$ cat src/rtl/spi_rd_pkg.sv
package spi_rd_pkg;
  localparam int BYTE_W = 8;
  localparam int CNT_W  = $clog2(BYTE_W);

  typedef enum logic [1:0] {
    PH_CMD0 = 2'd0,
    PH_CMD1 = 2'd1,
    PH_DATA = 2'd2
  } phase_t;
endpackage

$ cat src/rtl/spi_rd_sync.sv
module spi_rd_sync #(
  parameter int STAGES = 2
) (
  input  logic clk,
  input  logic rst_n,
  input  logic sck,
  input  logic mosi,
  input  logic cs_n,
  output logic sck_rise,
  output logic sck_fall,
  output logic mosi_s,
  output logic cs_act
);
  localparam int LINES = 3;
  localparam logic [LINES-1:0] IDLE_LVL = 3'b100;

  logic [LINES-1:0] din;
  logic [LINES-1:0] sync;
  logic             sck_d;

  assign din = {cs_n, mosi, sck};

  generate
    for (genvar g = 0; g < LINES; g++) begin : g_line
      logic [STAGES-1:0] chain;
      always_ff @(posedge clk or negedge rst_n) begin
        if (!rst_n) chain <= {STAGES{IDLE_LVL[g]}};
        else        chain <= {chain[STAGES-2:0], din[g]};
      end
      assign sync[g] = chain[STAGES-1];
    end
  endgenerate

  always_ff @(posedge clk or negedge rst_n) begin
    if (!rst_n) sck_d <= 1'b0;
    else        sck_d <= sync[0];
  end

  assign sck_rise = sync[0] & ~sck_d;
  assign sck_fall = ~sync[0] & sck_d;
  assign mosi_s   = sync[1];
  assign cs_act   = ~sync[2];
endmodule

$ cat src/rtl/spi_rd_cmd.sv
module spi_rd_cmd
  import spi_rd_pkg::*;
#(
  parameter int SHORT_AW = 6,
  parameter int LONG_AW  = 10
) (
  input  logic               clk,
  input  logic               rst_n,
  input  logic               sck_rise,
  input  logic               mosi_s,
  input  logic               cs_act,
  output logic [LONG_AW-1:0] reg_addr,
  output logic [BYTE_W-1:0]  reg_wdata,
  output logic               reg_we,
  output logic               reg_re
);
  localparam int CMD_W = 2 * BYTE_W;
  localparam int L_WR  = CMD_W - 2 - LONG_AW;
  localparam int S_MSB = BYTE_W - 2;
  localparam int S_WR  = S_MSB - SHORT_AW;

  logic [CNT_W-1:0]   bitcnt;
  logic [BYTE_W-2:0]  rx, hi;
  phase_t             phase;
  logic               is_short, is_write;
  logic [LONG_AW-1:0] ptr;

  logic [BYTE_W-1:0]  byte_in;
  logic               byte_done;
  logic [LONG_AW-1:0] s_addr, l_addr;
  logic               s_wr, l_wr;

  function automatic logic [LONG_AW-1:0] step(input logic [LONG_AW-1:0] a, input logic s);
    logic [LONG_AW-1:0] n;
    n = a + 1'b1;
    if (s) n = LONG_AW'(n[SHORT_AW-1:0]);
    return n;
  endfunction

  always_comb begin
    byte_in   = {rx, mosi_s};
    byte_done = (bitcnt == CNT_W'(BYTE_W - 1));
    s_addr    = LONG_AW'(byte_in[S_MSB -: SHORT_AW]);
    s_wr      = byte_in[S_WR];
    l_addr    = LONG_AW'({hi, byte_in} >> (L_WR + 1));
    l_wr      = byte_in[L_WR];
  end

  always_ff @(posedge clk or negedge rst_n) begin
    if (!rst_n) begin
      bitcnt    <= '0;
      rx        <= '0;
      hi        <= '0;
      phase     <= PH_CMD0;
      is_short  <= 1'b0;
      is_write  <= 1'b0;
      ptr       <= '0;
      reg_addr  <= '0;
      reg_wdata <= '0;
      reg_we    <= 1'b0;
      reg_re    <= 1'b0;
    end else begin
      reg_we <= 1'b0;
      reg_re <= 1'b0;
      if (!cs_act) begin
        bitcnt <= '0;
        phase  <= PH_CMD0;
      end else if (sck_rise) begin
        rx     <= byte_in[BYTE_W-2:0];
        bitcnt <= byte_done ? '0 : bitcnt + 1'b1;
        if (byte_done) begin
          unique case (phase)
            PH_CMD0: begin
              if (!byte_in[BYTE_W-1]) begin
                phase    <= PH_DATA;
                is_short <= 1'b1;
                is_write <= s_wr;
                if (s_wr) ptr <= s_addr;
                else begin
                  reg_re   <= 1'b1;
                  reg_addr <= s_addr;
                  ptr      <= step(s_addr, 1'b1);
                end
              end else begin
                hi    <= byte_in[BYTE_W-2:0];
                phase <= PH_CMD1;
              end
            end
            PH_CMD1: begin
              phase    <= PH_DATA;
              is_short <= 1'b0;
              is_write <= l_wr;
              if (l_wr) ptr <= l_addr;
              else begin
                reg_re   <= 1'b1;
                reg_addr <= l_addr;
                ptr      <= step(l_addr, 1'b0);
              end
            end
            default: begin
              if (is_write) begin
                reg_we    <= 1'b1;
                reg_wdata <= byte_in;
              end else begin
                reg_re <= 1'b1;
              end
              reg_addr <= ptr;
              ptr      <= step(ptr, is_short);
            end
          endcase
        end
      end
    end
  end

  logic [LONG_AW-1:0] last_we;
  logic               have_we;
  always_ff @(posedge clk or negedge rst_n) begin
    if (!rst_n) begin
      last_we <= '0;
      have_we <= 1'b0;
    end else if (!cs_act) begin
      have_we <= 1'b0;
    end else if (reg_we) begin
      have_we <= 1'b1;
      last_we <= reg_addr;
    end
  end

  AST_STROBE_EXCL: assert property (@(posedge clk) disable iff (!rst_n) !(reg_we && reg_re));
  AST_WE_PULSE: assert property (@(posedge clk) disable iff (!rst_n) reg_we |=> !reg_we);
  AST_STROBE_SELECTED: assert property (@(posedge clk) disable iff (!rst_n) (reg_we || reg_re) |-> $past(cs_act));
  AST_ABORT_CLEARS: assert property (@(posedge clk) disable iff (!rst_n) !cs_act |=> (phase == PH_CMD0 && bitcnt == '0));
  AST_SHORT_RANGE: assert property (@(posedge clk) disable iff (!rst_n) ((reg_we || reg_re) && is_short) |-> (reg_addr >> SHORT_AW) == '0);
  AST_WRITE_STEP: assert property (@(posedge clk) disable iff (!rst_n) (reg_we && have_we) |-> reg_addr == step(last_we, is_short));
endmodule

$ cat src/rtl/spi_rd_tx.sv
module spi_rd_tx
  import spi_rd_pkg::*;
(
  input  logic              clk,
  input  logic              rst_n,
  input  logic              cs_act,
  input  logic              sck_fall,
  input  logic              load,
  input  logic [BYTE_W-1:0] load_data,
  output logic              miso,
  output logic              miso_oe
);
  logic [BYTE_W-1:0] shreg;

  always_ff @(posedge clk or negedge rst_n) begin
    if (!rst_n) begin
      shreg <= '0;
      miso  <= 1'b0;
    end else if (!cs_act) begin
      shreg <= '0;
      miso  <= 1'b0;
    end else if (load) begin
      shreg <= load_data;
    end else if (sck_fall) begin
      miso  <= shreg[BYTE_W-1];
      shreg <= {shreg[BYTE_W-2:0], 1'b0};
    end
  end

  assign miso_oe = cs_act;

  AST_MISO_QUIET: assert property (@(posedge clk) disable iff (!rst_n) !cs_act |=> !miso);
  AST_LOAD_GAP: assert property (@(posedge clk) disable iff (!rst_n) load |-> !sck_fall);
endmodule

$ cat src/rtl/spi_reg_bridge.sv
module spi_reg_bridge
  import spi_rd_pkg::*;
#(
  parameter int SHORT_AW    = 6,
  parameter int LONG_AW     = 10,
  parameter int SYNC_STAGES = 2
) (
  input  logic               clk,
  input  logic               rst_n,
  input  logic               spi_sck,
  input  logic               spi_mosi,
  input  logic               spi_cs_n,
  output logic               spi_miso,
  output logic               spi_miso_oe,
  output logic [LONG_AW-1:0] reg_addr,
  output logic [BYTE_W-1:0]  reg_wdata,
  output logic               reg_we,
  output logic               reg_re,
  input  logic [BYTE_W-1:0]  reg_rdata
);
  logic sck_rise, sck_fall, mosi_s, cs_act;

  spi_rd_sync #(.STAGES(SYNC_STAGES)) u_sync (
    .clk(clk), .rst_n(rst_n), .sck(spi_sck), .mosi(spi_mosi), .cs_n(spi_cs_n),
    .sck_rise(sck_rise), .sck_fall(sck_fall), .mosi_s(mosi_s), .cs_act(cs_act)
  );

  spi_rd_cmd #(.SHORT_AW(SHORT_AW), .LONG_AW(LONG_AW)) u_cmd (
    .clk(clk), .rst_n(rst_n), .sck_rise(sck_rise), .mosi_s(mosi_s), .cs_act(cs_act),
    .reg_addr(reg_addr), .reg_wdata(reg_wdata), .reg_we(reg_we), .reg_re(reg_re)
  );

  spi_rd_tx u_tx (
    .clk(clk), .rst_n(rst_n), .cs_act(cs_act), .sck_fall(sck_fall),
    .load(reg_re), .load_data(reg_rdata), .miso(spi_miso), .miso_oe(spi_miso_oe)
  );
endmodule

$ cat config.mk
export PLATFORM = sky130hd
export DESIGN_NAME = spi_reg_bridge
export DESIGN_NICKNAME = d
export VERILOG_FILES = /design/src/rtl/spi_rd_pkg.sv /design/src/rtl/spi_rd_sync.sv /design/src/rtl/spi_rd_cmd.sv /design/src/rtl/spi_rd_tx.sv /design/src/rtl/spi_reg_bridge.sv
export SDC_FILE = /design/constraint.sdc
export NUM_CORES = 1
export LEC_CHECK = 0
export CAP_MARGIN = 40
export CORE_MARGIN = 10
export CORE_UTILIZATION = 45
export CTS_BUF_LIST = sky130_fd_sc_hd__clkbuf_8
export DETAILED_ROUTE_END_ITERATION = 8
export PLACE_DENSITY = 0.78
export SLEW_MARGIN = 0
export SYNTH_ARGS = -nofsm -noshare
export SYNTH_HDL_FRONTEND = slang
export SYNTH_HIERARCHICAL = 1
export SYNTH_SLANG_ARGS = --single-unit
$ cat constraint.sdc
create_clock -name clk -period 1.92 [get_ports clk]
set_input_delay 0.576 -clock clk [delete_from_list [all_inputs] [get_ports clk]]
set_output_delay 0.576 -clock clk [all_outputs]
set_load 0.02 [all_outputs]
-- Word-level counts from Yosys, hierarchy flattened
Cells that the tools add are included.
- reductions and logical operators: 16
- multiplexer cells: 40
- equal/unequal tests: 6
- add/subtract/negate cells: 4
- bitwise logic cells: 6
- operator list (kind ; number):
    $mux W10 ; 6
    $pmux W10 S2 ; 2
    $mux W8 ; 3
    $add A10 B1 Y10 const B ; 2
    $mux W1 ; 17
    $reduce_and A5 Y1 ; 3
    $mux W3 ; 3
    $mux W2 ; 4
    $ne A2 B2 Y1 const B ; 4
    $reduce_bool A2 Y1 ; 4
    $add A6 B1 Y6 const B ; 1
    $mux W6 ; 1
    $pmux W1 S2 ; 3
    $reduce_and A6 Y1 ; 1
    $reduce_bool A3 Y1 ; 2
    $not A1 Y1 ; 4
    $pmux W2 S2 ; 1
    $reduce_and A2 Y1 ; 2
    $reduce_and A4 Y1 ; 1
    $add A3 B1 Y3 const B ; 1
    $eq A3 B3 Y1 const B ; 1
    $reduce_and A3 Y1 ; 1
    $and A1 B1 Y1 ; 2
    $eq A2 B1 Y1 const B ; 1
    2 further kinds ; 2
- register bits after elaboration: 67
- input bits: 13
- output and inout bits: 22

-- Longest topological paths before layout
- depth in word-level cells: 6
- mapped depth: 8

-- Cells and area by module
Netlist, hierarchy kept.
- modules (own cells, without submodules) (module ; area each (um^2) ; cells an instance ; times used):
    spi_rd_cmd ; 2855.2 ; 269 ; 1
    spi_rd_tx ; 451.7 ; 40 ; 1
    spi_rd_sync ; 196.4 ; 10 ; 1

-- Least setup slack after synthesis
OpenSTA, ideal clock, no wires.
- path type: register to register
- start point: register u_cmd.bitcnt[0]
- end point: register u_cmd.reg_addr[3]
- library setup time: 0.125 ns
- path slack: 0.126 ns
- clock period less this slack: 1.794 ns
- cell stages (with the launch flop): 8
- arrival: 1.669 ns
- cell sequence: dfrtp_1 -> ha_1 -> ha_1 -> and3_1 -> buf_6 -> o211ai_1 -> buf_2 -> mux2_2
- cells in the longest elaborated chain, start to end: 2
- ends and longest elaborated chain (what ; line ; text):
    start, declared ; spi_rd_cmd.sv:22 ; logic [CNT_W-1:0] bitcnt;
    start signal, assigned ; spi_rd_cmd.sv:70 ; bitcnt <= byte_done ? '0 : bitcnt + 1'b1;
    $eq A3 B3 Y1 ; spi_rd_cmd.sv:42 ; byte_done = (bitcnt == CNT_W'(BYTE_W - 1));
    $reduce_and A6 Y1 (no line) ; - ;
    end signal, assigned ; spi_rd_cmd.sv:81 ; reg_addr <= s_addr;
    end signal, assigned ; spi_rd_cmd.sv:96 ; reg_addr <= l_addr;
    end signal, assigned ; spi_rd_cmd.sv:107 ; reg_addr <= ptr;
    end, declared ; spi_rd_cmd.sv:12 ; output logic [LONG_AW-1:0] reg_addr,
Every way passes these cells.
A chain may end at the register's enable or synchronous reset.

-- Final worst setup path
- start point: register u_cmd.reg_addr[1]
- end point: output reg_addr[1]
- RTL lines (what ; line ; text):
    end, declared ; spi_reg_bridge.sv:15 ; output logic [LONG_AW-1:0] reg_addr,
No word-level cell between the ends.

==> metrics.md <==
| Metric | Value |
|---|---|
| Status | finished, final reports clean |
| Fmax | about 530 MHz |
| Clk buf depth | 2 |
| Crit path cell chain | clkdlybuf4s50_1 |
| Synthesized flop and latch total | 67 |
| Crit end category | output pin |
| P_leak | 2.00 nW |
| Crit Path Class | reg -> out |
| Tcrit/Tclk final | 97.4% |
| DR vias | 2504 |
| Final slew viol count | 0 |
| CTS Buf Count | 9 |
| DRC | 0 |
| Filler cells | 654 |
| Hold_ws | roughly 0.25 ns |
| Yosys warning count | 6 |
| Tmin final | 1.87 ns |
| Worst Path Buf+Inv | 1 |
| Largest stage delay, worst path | 0.61 ns |
| Starting Density | 45.8% |
| Post-Route WL | 7510 um |
| Syn Std Cell Area | approximately 3500 sq um |
| Syn nets | 338 |
| Placed instance count | 448 |
| Peak supply drop | between 0.6 and 0.7 mV |
| Layout cell share with drive strength beyond 1 | between 10% and 20% |
| Num rows | 32 |
| Seq. cell area | around 1700 sq um |
| First-pass DRT Iterations | 4 |
| Die W | 108 um |
| Worst setup margin | 0.0493 ns |
| Seq/Total Area, Yosys | 47.9% |
| Vias per cell | roughly 5.4 |
| Die Y | 108 um |
| Final setup fails | 0 |
| # nets final | around 380 |
| Area after DPL | 3920 sq um |
| Grt total ovfl | 0 |
| Clk_lat worst skew | 0.33 ns |
| Placer Congestion | 0.870 |
| Post-synth top flop | dfrtp_1 |
| Post-route ant nets | 0 |
| Worst-path clk slew | about 0.070 ns |
| Hold Crit Class | in -> async |
| P&R area growth vs syn | 19.7% |
| CORE AREA | approximately 7600 sq um |
| Input/output buffers | 34 |
| Die Area | 11700 sq um |
| Cell count after synthesis | 319 |
| Vias in the first global route | 2529 |
| Least-Margin Pin Slew | 0.499 ns |
| Critical Path RT | approximately 1.3 ns |
| PD cells | 866 nW/um^2 |
| Cell family with most CP delay | buffers and inverters |
| WP data arrival | about 1.3 ns |
| EDFF count, synth | 0 |
| Async SR Flop Fraction | 100% |
| Clk root buf | clkbuf_8 |
| Unique masters post-synth | 55 |
| Ant. Diodes | 0 |
| CTS sink count | 67 |
| Maxcap violations | 0 |
| CTS tree | done |
| Pin count of the biggest net entering global routing | 68 |
| WL/cell | 16.2 um |
| First-pass GRT wire length | around 13000 um |
| Finished Core Util | 54.9% |
| Io pins | 35 |
| H-tree depth | 3 |
| Hold Vio Cnt, Final | 0 |
| Antenna violations before repair | 0 |
| Type of origin of the critical path | register |
| Post-route cell area | about 4200 sq um |
| Area occupied by multi-input gates | 1640 sq um |
| Clock skew | 0.00629 ns |
| DP HPWL | 5350 um |
| Layout Cells excl Fill | 464 |
| Pre-CTS setup slack | 0.0698 ns |
| Mapped Avg Cell Area | 11.0 sq um |
| Crit Path Max Fanout | 2 |
| Initial DRC Count | approximately 180 |
| GRT Resource Usage Total | a little over an eighth |
| Worst rel slew slack | around two thirds |
| CP max-delay cell | clkdlybuf4s50_1 |
## stage by stage
step	total power, mW	setup TNS [ns]
2_1_floorplan	2.02	0
3_3_place_gp	2.22	0
3_5_place_dp	2.24	0
4_1_cts	3.66	0
5_1_grt	3.83	-0.000457
6_report	3.63	0
## layout by cell type (no fill, tap or decap), types with 5 or more instances in the layout
cell,n
ha_1,6
nor2_1,14
o211ai_1,6
o21ai_0,22
nand2_1,22
dlygate4sd2_1,5
clkdlybuf4s50_1,17
dlymetal6s2s_1,11
nor2b_1,14
mux2i_1,24
nor3_1,8
mux2_2,17
mux2_4,8
a21oi_1,16
clkbuf_8,10
dfrtp_1,65
buf_4,14
inv_1,6
xnor2_1,9
nand4b_1,5
## area by class of cell
class	instances	area share (%)
inverters	6	0.537
repair buffers	49	11.5
clock buffers	10	3.28
multi-input cells	224	39.2
flip-flops and latches	67	40.0
well taps	102	3.04
clock inverters	6	2.48
## state kept, by name, summed over array words and instances (netlist names)
register             flops
u_cmd/reg_we             1
u_cmd/is_write           1
u_cmd/ptr               10
u_tx/miso                1
u_sync/sck_d             1
u_cmd/phase              2
u_cmd/reg_re             1
u_sync/g_line.chain      6
u_tx/shreg               8
u_cmd/hi                 7
u_cmd/bitcnt             3
u_cmd/reg_wdata          8
u_cmd/is_short           1
u_cmd/reg_addr          10
u_cmd/rx                 7
## cells in the mapped netlist (2+ instances only)
cell,count,area [sq um]
nand4_1,4,25.0
nor2b_1,14,87.6
nand2b_1,2,12.5
buf_4,3,22.5
o211ai_1,6,45.0
dfstp_2,2,52.6
o21ai_0,22,110
a31o_2,2,17.5
clkbuf_1,2,7.51
xor2_1,2,17.5
nor3_1,8,40.0
mux2_4,8,120
ha_1,6,75.1
a41oi_1,2,17.5
nor2_1,14,52.6
a22oi_1,4,30.0
o21ai_1,2,10.0
dfrtp_1,65,1630
a21oi_1,16,80.1
nand3_1,5,25.0
mux2_2,17,191
inv_1,5,18.8
buf_6,7,78.8
buf_2,6,30.0
nand2_1,23,86.3
a31oi_1,2,12.5
and3_1,3,18.8
clkbuf_2,2,10.0
xnor2_1,9,78.8
mux2i_1,24,240
nand4b_1,5,43.8
and2_1,4,25.0
## final timing paths
kind	start	to	slack (ns)	cells after the start
setup / recovery	u_cmd/reg_addr[1]	reg_addr[1]	0.05	1
hold / removal	rst_n	u_tx/miso	0.25	2
setup reg to reg	u_cmd/bitcnt[0]	u_cmd/ptr[2]	0.09	6
hold reg to reg	u_sync/g_line[1].chain[0]	u_sync/g_line[1].chain[1]	0.35	0
max in group asynchronous	rst_n	u_sync/g_line[2].chain[1]	1.37	2
min in group clk	u_sync/g_line[1].chain[0]	u_sync/g_line[1].chain[1]	0.35	0
## repair_timing
| item | CTS | global route |
|---|---|---|
| setup buffers | 0 | 0 |
| gates cloned | 0 | 0 |
| hold endpoints to repair | 0 | 0 |
| gates resized for setup | 5 | 15 |
| setup endpoints to repair | 5 | 33 |
| hold buffers | 0 | 0 |
## per-layer routing
layer | global-route usage [%] | part of all wire (%) | vias to the layer above
li1 | - | - | 1213
met1 | 17.5 | 46 | 1208
met2 | 21.6 | 49 | 71
met3 | 2.50 | 4.0 | 12
met4 | 6.20 | 1.5 | 0
met5 | 0 | 0 | -
## logic make-up after synthesis
kind of cell | synth area share [%]
simple gates | 14.7
buf+inv | 5.57
fa+ha+maj | 2.14
xor+xnor | 2.75
flops | 47.9
mux | 15.8
compound gates | 11.1
## power by group
group	switching [mW]	leakage [nW]	internal [mW]
registers	0.119	0.906	1.48
clock network	0.517	0.127	0.889
logic	0.319	0.963	0.308
total	0.955	2.00	2.68
Note: power is estimated with default switching activity, not from simulation.
